==> config.mk <==
export PLATFORM = sky130hd
export DESIGN_NAME = pt_walker
export DESIGN_NICKNAME = d
export VERILOG_FILES = /design/src/rtl/walk_pkg.sv /design/src/rtl/walk_root_reg.sv /design/src/rtl/walk_addr_gen.sv /design/src/rtl/walk_entry_check.sv /design/src/rtl/pt_walker.sv
export SDC_FILE = /design/constraint.sdc
export NUM_CORES = 1
export LEC_CHECK = 0
export BUFFER_PORTS_ARGS = -buffer_cell sky130_fd_sc_hd__buf_2
export CORE_AREA = 2 2 141 143
export CTS_CLUSTER_SIZE = 10
export DETAILED_ROUTE_END_ITERATION = 6
export DIE_AREA = 0 0 143 145
export PLACE_DENSITY = 0.59
export SLEW_MARGIN = 20
export SYNTH_ARGS = -nofsm -noshare
export SYNTH_HDL_FRONTEND = slang
export SYNTH_SLANG_ARGS = --single-unit
==> constraint.sdc <==
create_clock -name clk -period 7.5 [get_ports clk]
set_clock_uncertainty 0.2 [all_clocks]
set_input_delay 1.875 -clock clk [delete_from_list [all_inputs] [get_ports clk]]
set_output_delay 1.875 -clock clk [all_outputs]
set_load 0.02 [all_outputs]
==> src/rtl/walk_pkg.sv <==
package walk_pkg;

  typedef enum logic [1:0] {
    ACC_READ  = 2'd0,
    ACC_WRITE = 2'd1,
    ACC_EXEC  = 2'd2,
    ACC_RSVD  = 2'd3
  } acc_kind_t;

  typedef enum logic [1:0] {
    FLT_NONE   = 2'd0,
    FLT_ABSENT = 2'd1,
    FLT_PROT   = 2'd2
  } fault_t;

  typedef enum logic [1:0] {
    ST_IDLE,
    ST_DIR_WAIT,
    ST_TBL_WAIT,
    ST_WB_WAIT
  } walk_state_t;

  // entry bit positions
  localparam int unsigned BIT_VALID   = 0;
  localparam int unsigned BIT_PRESENT = 1;
  localparam int unsigned BIT_READ    = 2;
  localparam int unsigned BIT_WRITE   = 3;
  localparam int unsigned BIT_EXEC    = 4;
  localparam int unsigned BIT_DIRTY   = 5;

  localparam int unsigned FLAG_W = 4;

endpackage

==> src/rtl/walk_root_reg.sv <==
module walk_root_reg #(
  parameter int unsigned       PA_W     = 32,
  parameter logic [PA_W-1:0]   ROOT_RST = '0
) (
  input  logic            clk,
  input  logic            rst,
  input  logic            wr_en,
  input  logic [PA_W-1:0] wr_val,
  output logic [PA_W-1:0] root
);

  always_ff @(posedge clk) begin
    if (rst) begin
      root <= ROOT_RST;
    end else if (wr_en) begin
      root <= wr_val;
    end
  end

endmodule

==> src/rtl/walk_addr_gen.sv <==
module walk_addr_gen #(
  parameter int unsigned PA_W        = 32,
  parameter int unsigned PAGE_BITS   = 12,
  parameter int unsigned IDX_W       = 10,
  parameter int unsigned ENTRY_BYTES = 4
) (
  input  logic [PA_W-1:0]           root,
  input  logic [IDX_W-1:0]          dir_idx,
  input  logic [PA_W-PAGE_BITS-1:0] dir_ppn,
  input  logic [IDX_W-1:0]          tbl_idx,
  output logic [PA_W-1:0]           dir_addr,
  output logic [PA_W-1:0]           tbl_addr
);

  localparam int unsigned SCALE = $clog2(ENTRY_BYTES);

  logic [PA_W-1:0] tbl_base;

  always_comb begin
    tbl_base = {dir_ppn, {PAGE_BITS{1'b0}}};
    dir_addr = root + (PA_W'(dir_idx) << SCALE);
    tbl_addr = tbl_base + (PA_W'(tbl_idx) << SCALE);
  end

endmodule

==> src/rtl/walk_entry_check.sv <==
module walk_entry_check
  import walk_pkg::*;
#(
  parameter int unsigned ENTRY_W = 32,
  parameter int unsigned PPN_W   = 20
) (
  input  logic [ENTRY_W-1:0] entry,
  input  logic [1:0]         kind,
  output logic [PPN_W-1:0]   ppn,
  output logic               live,
  output logic               perm_ok,
  output logic               dirty_needed,
  output logic [FLAG_W-1:0]  flags,
  output logic [ENTRY_W-1:0] marked
);

  always_comb begin
    ppn  = entry[ENTRY_W-1 -: PPN_W];
    live = entry[BIT_VALID] & entry[BIT_PRESENT];
    unique case (acc_kind_t'(kind))
      ACC_READ:  perm_ok = entry[BIT_READ];
      ACC_WRITE: perm_ok = entry[BIT_WRITE];
      ACC_EXEC:  perm_ok = entry[BIT_EXEC];
      default:   perm_ok = 1'b0;
    endcase
    dirty_needed = (acc_kind_t'(kind) == ACC_WRITE) & ~entry[BIT_DIRTY];
    marked       = entry | (ENTRY_W'(1) << BIT_DIRTY);
    flags        = {entry[BIT_DIRTY] | dirty_needed,
                    entry[BIT_EXEC], entry[BIT_WRITE], entry[BIT_READ]};
  end

endmodule

==> src/rtl/pt_walker.sv <==
module pt_walker
  import walk_pkg::*;
#(
  parameter int unsigned     VA_W        = 32,
  parameter int unsigned     PA_W        = 32,
  parameter int unsigned     PAGE_BITS   = 12,
  parameter int unsigned     IDX_W       = 10,
  parameter int unsigned     ENTRY_BYTES = 4,
  parameter logic [PA_W-1:0] ROOT_RST    = '0
) (
  input  logic              clk,
  input  logic              rst,
  input  logic              root_wr,
  input  logic [PA_W-1:0]   root_val,
  input  logic              req_valid,
  input  logic [VA_W-1:0]   req_vaddr,
  input  logic [1:0]        req_kind,
  output logic              busy,
  output logic              mem_req,
  output logic              mem_we,
  output logic [PA_W-1:0]   mem_addr,
  output logic [PA_W-1:0]   mem_wdata,
  input  logic              mem_ack,
  input  logic [PA_W-1:0]   mem_rdata,
  output logic              rsp_valid,
  output logic [PA_W-1:0]   rsp_paddr,
  output logic [FLAG_W-1:0] rsp_flags,
  output logic [1:0]        rsp_fault
);

  localparam int unsigned PPN_W = PA_W - PAGE_BITS;
  localparam int unsigned LOW_W = VA_W - IDX_W;
  localparam int unsigned ENTRY_W = ENTRY_BYTES * 8;

  walk_state_t           state_q;
  logic [LOW_W-1:0]      vaddr_q;
  logic [1:0]            kind_q;
  logic [PA_W-1:0]       root;
  logic [PA_W-1:0]       dir_addr;
  logic [PA_W-1:0]       tbl_addr;
  logic [PPN_W-1:0]      ent_ppn;
  logic                  ent_live;
  logic                  ent_perm;
  logic                  ent_dirty_needed;
  logic [FLAG_W-1:0]     ent_flags;
  logic [ENTRY_W-1:0]    ent_marked;

  walk_root_reg #(
    .PA_W     (PA_W),
    .ROOT_RST (ROOT_RST)
  ) u_root (
    .clk    (clk),
    .rst    (rst),
    .wr_en  (root_wr),
    .wr_val (root_val),
    .root   (root)
  );

  walk_addr_gen #(
    .PA_W        (PA_W),
    .PAGE_BITS   (PAGE_BITS),
    .IDX_W       (IDX_W),
    .ENTRY_BYTES (ENTRY_BYTES)
  ) u_addr (
    .root     (root),
    .dir_idx  (req_vaddr[VA_W-1 -: IDX_W]),
    .dir_ppn  (ent_ppn),
    .tbl_idx  (vaddr_q[PAGE_BITS +: IDX_W]),
    .dir_addr (dir_addr),
    .tbl_addr (tbl_addr)
  );

  walk_entry_check #(
    .ENTRY_W (ENTRY_W),
    .PPN_W   (PPN_W)
  ) u_check (
    .entry        (mem_rdata),
    .kind         (kind_q),
    .ppn          (ent_ppn),
    .live         (ent_live),
    .perm_ok      (ent_perm),
    .dirty_needed (ent_dirty_needed),
    .flags        (ent_flags),
    .marked       (ent_marked)
  );

  assign busy = (state_q != ST_IDLE);

  always_ff @(posedge clk) begin
    if (rst) begin
      state_q   <= ST_IDLE;
      vaddr_q   <= '0;
      kind_q    <= '0;
      mem_req   <= 1'b0;
      mem_we    <= 1'b0;
      mem_addr  <= '0;
      mem_wdata <= '0;
      rsp_valid <= 1'b0;
      rsp_paddr <= '0;
      rsp_flags <= '0;
      rsp_fault <= FLT_NONE;
    end else begin
      mem_req   <= 1'b0;
      rsp_valid <= 1'b0;
      unique case (state_q)
        ST_IDLE: begin
          if (req_valid) begin
            vaddr_q  <= req_vaddr[LOW_W-1:0];
            kind_q   <= req_kind;
            mem_req  <= 1'b1;
            mem_we   <= 1'b0;
            mem_addr <= dir_addr;
            state_q  <= ST_DIR_WAIT;
          end
        end
        ST_DIR_WAIT: begin
          if (mem_ack) begin
            if (!ent_live) begin
              rsp_valid <= 1'b1;
              rsp_fault <= FLT_ABSENT;
              rsp_paddr <= '0;
              rsp_flags <= '0;
              state_q   <= ST_IDLE;
            end else begin
              mem_req  <= 1'b1;
              mem_addr <= tbl_addr;
              state_q  <= ST_TBL_WAIT;
            end
          end
        end
        ST_TBL_WAIT: begin
          if (mem_ack) begin
            if (!ent_live || !ent_perm) begin
              rsp_valid <= 1'b1;
              rsp_fault <= ent_live ? FLT_PROT : FLT_ABSENT;
              rsp_paddr <= '0;
              rsp_flags <= '0;
              state_q   <= ST_IDLE;
            end else begin
              rsp_paddr <= {ent_ppn, vaddr_q[PAGE_BITS-1:0]};
              rsp_flags <= ent_flags;
              rsp_fault <= FLT_NONE;
              if (ent_dirty_needed) begin
                mem_req   <= 1'b1;
                mem_we    <= 1'b1;
                mem_wdata <= ent_marked;
                state_q   <= ST_WB_WAIT;
              end else begin
                rsp_valid <= 1'b1;
                state_q   <= ST_IDLE;
              end
            end
          end
        end
        ST_WB_WAIT: begin
          if (mem_ack) begin
            mem_we    <= 1'b0;
            rsp_valid <= 1'b1;
            state_q   <= ST_IDLE;
          end
        end
        default: state_q <= ST_IDLE;
      endcase
    end
  end

endmodule

==> impl_metrics.toml <==
[synth]
yosys.area.top_type = "sky130_fd_sc_hd__dfxtp_1"
synth_fp_nets = 988
ys_async_sr_fraction = 0
synth-warning-count = 0
postSynthCellCount = 868
ys_seq_area_frac = 0.4563
synth_top_cells_by_area = "sky130_fd_sc_hd__dfxtp_1 46%, sky130_fd_sc_hd__nand2_1 9.6%, sky130_fd_sc_hd__a21oi_1 8.1%"
synth_edf_count = 0
synth-seq-cells = 163
yosys.area.top_type_share = 0.4563
postSynthAreaPerCell_um2 = 8.239
syn-cell-area_um2 = 7152
synth_cell_types = 63
synth_top_flop_cell = "sky130_fd_sc_hd__dfxtp_1"

[clocking]
ctsHtreeMaxLevel = 4
cts_setup_buffers = 0
clockBufferDepth = 2
insertion_delay_ps = 430
cts_tree = "built"
clk_pin_slew_ps = 70
tritoncts.num_buffers = 17
cts.sink_count = 163
clock-root-buffer = "sky130_fd_sc_hd__clkbuf_16"
cts_resized = 0
cts_hold_buffers = 0

[critical_path]
timing.setup.critical_path_class = "in -> reg"
crit_start = "req_vaddr[22]"
timing.critical_path.to_type = "flip-flop"
setup.worst_path.start_class = "primary input"
timing.critical_path.to = "mem_addr[14]"
timing.critical_path.arrival_ps = 4590
crit-reg2reg-launch = "state_q[1]"
worstRegToRegCells = 9
worst-path-max-fanout = 13
worstPathRequired_ps = 7620
setup.reg_to_reg.worst_slack_ps = 4190
worst_r2r_endpoint = "mem_addr[17]"

[timing]
fmaxAchievable_mhz = 223.6
hold_slack_ps = 246.1
max-slew-margin-rel = 0.3383
final.setup.tns_ps = 0
final_min_period_over_clock_period = 0.5962
setup_ws_ps = 3028
max_slew.worst_pin.slew_ps = 990.1
final_hold_viols = 0
grt_setup_unrepaired = "no"
finalSetupViolCount = 0
layout_min_cycle_time_ps = 4472
drv_slew = 0

[global_routing]
grt_first_pass_wirelength_mm = 34.84
grt_start_max_net_pins = 64
grt-ovfl-total = 0
antenna_violations_before_repair = 0
grt_pass1_vias = 6478
grt_util_all_layers = 0.2131

[drt]
route.antenna.remaining_nets = 0
initial_drc_count = 414
vias = 6633
residual_drc = 0
firstDrtPassIters = 4
drt-vias-per-instance = 5.017
finalWirelength_mm = 22.05
routedWlPerCell_um = 16.68

[pwr]
power-per-cell-area_nw_per_um2 = 245.7
p_leak_nw = 3.804
vdd_ir_drop_max_mv = 0.1535
design_power_total_mw = 2.206

[flow_run]
cap_violations = 0

[final_layout]
fin_nets = 1165
area_growth_syn_to_layout_pct = 25.51
final_layout_size_suffix_gt1_frac = 0.2535
antenna_cells = 0
fillCellCount = 1954
finish.instance_area_um2 = 8976

[hold_path]
worst_hold_path_type = "reg -> reg"

[placement]
numPortBuffers = 208
pre_cts_ws_ps = 2594
gpl.final_weighted_congestion = 0.8167
placed_instance_area_um2 = 8368
post-dp-hpwl_mm = 15.62

[floorplan]
core-area_um2 = 19210
die_h_um = 145
design.die.area_um2 = 20740
initial_core_util = 0.3724
die_w_um = 143
io-pin-count = 209
core.rowCount = 51

[status]
run_status = "finished, final reports clean"
-- logic make-up after synthesis --
| family | count (synthesis) | share of synthesized area |
|---|---|---|
| muxes | 36 | 0.05039 |
| AOI/OAI and AO/OA | 209 | 0.1844 |
| buffers and inverters | 75 | 0.04286 |
| and+or+nand+nor | 351 | 0.2145 |
| xor gates and xnor gates | 17 | 0.02082 |
| DFF | 163 | 0.4563 |
| adders and majority gates | 17 | 0.03079 |
-- through the flow --
step                instances  utilization
floorplan                 868            -
global placement         1291       0.4357
detailed placement       1291       0.4357
CTS                      1322       0.4673
global route             1322       0.4673
finish                   1322       0.4673
-- power by group --
group	internal (mW)	leakage [nW]	total, mW	switching (mW)
Combinational	0.119	2.19	0.347	0.228
Sequential	0.912	1.33	0.947	0.0358
Clock	0.544	0.287	0.911	0.367
Total	1.57	3.80	2.21	0.631
-- placed cells by master (no fill, tap or decap), drive strengths merged, types with 6 or more instances in the layout --
| master | netlist | layout |
|---|---|---|
| a211oi | 15 | 15 |
| a21oi | 117 | 117 |
| and3 | 8 | 8 |
| buf | 21 | 219 |
| clkbuf | 40 | 21 |
| dfxtp | 163 | 163 |
| ha | 16 | 16 |
| inv | 13 | 17 |
| mux2i | 36 | 36 |
| nand2 | 182 | 182 |
| nand3 | 50 | 50 |
| nand4 | 8 | 8 |
| nor2 | 68 | 68 |
| nor3 | 15 | 15 |
| o211ai | 6 | 6 |
| o21ai | 24 | 24 |
| o22ai | 6 | 6 |
| xnor2 | 13 | 13 |
-- sequential cells by signal (all words and copies together) (netlist names) --
name,flops
mem_wdata,32
rsp_valid,1
rsp_paddr,32
state_q,2
mem_addr,32
rsp_fault,2
kind_q,2
rsp_flags,4
mem_req,1
mem_we,1
u_root.root,32
vaddr_q,22
-- synth_stat cells (all sizes together), types with 2 or more instances --
| master | number |
|---|---|
| nand2 | 182 |
| nor4 | 5 |
| clkbuf | 40 |
| a31oi | 5 |
| and4 | 2 |
| a211o | 3 |
| a2111oi | 3 |
| or3 | 5 |
| and3 | 8 |
| mux2i | 36 |
| o211ai | 6 |
| a221oi | 5 |
| dfxtp | 163 |
| a21oi | 117 |
| nor2b | 3 |
| xor2 | 4 |
| buf | 21 |
| xnor2 | 13 |
| a311oi | 2 |
| nand4 | 8 |
| a21o | 3 |
| o22ai | 6 |
| nand3 | 50 |
| inv | 13 |
| o21a | 3 |
| a211oi | 15 |
| ha | 16 |
| nor2 | 68 |
| o21ai | 24 |
| nor3 | 15 |
| o31a | 5 |
-- worst min path at each step --
stage	from	to	slack [ps]	cells past startpoint
after floorplan	vaddr_q[12]	vaddr_q[12]	240	2
after global placement	rsp_paddr[30]	rsp_paddr[30]	240	2
after detailed placement	rsp_flags[1]	rsp_flags[1]	240	2
after CTS	rsp_flags[1]	rsp_flags[1]	250	2
after global routing	rsp_paddr[13]	rsp_paddr[13]	270	2
final	rsp_flags[1]	rsp_flags[1]	250	2
-- layer usage --
layer,track usage,share of wire
met5,0,0
met4,0.05297,0.012
met2,0.3385,0.46
met1,0.2840,0.45
met3,0.06205,0.075
-- layout make-up --
| class | count | area (µm²) | share of cell area |
|---|---|---|---|
| clock buffers | 21 | 460.4 | 0.05130 |
| clock inverters | 10 | 147.6 | 0.01645 |
| inverters | 14 | 52.55 | 0.005854 |
| multi-input cells | 630 | 3595 | 0.4005 |
| flip-flops and latches | 163 | 3263 | 0.3635 |
| well taps | 265 | 331.6 | 0.03694 |
| repair buffers | 219 | 1126 | 0.1255 |
-- worst max-delay path, stage by stage --
cell and delay (ps):
sky130_fd_sc_hd__buf_2 100, sky130_fd_sc_hd__ha_1 210, sky130_fd_sc_hd__fa_1 420, sky130_fd_sc_hd__a21oi_1 330, sky130_fd_sc_hd__o221ai_2 180, sky130_fd_sc_hd__a211oi_2 840, sky130_fd_sc_hd__nor3_1 70, sky130_fd_sc_hd__or3_1 330
sky130_fd_sc_hd__a32o_1 240
Note: power is estimated with default switching activity, not from simulation.
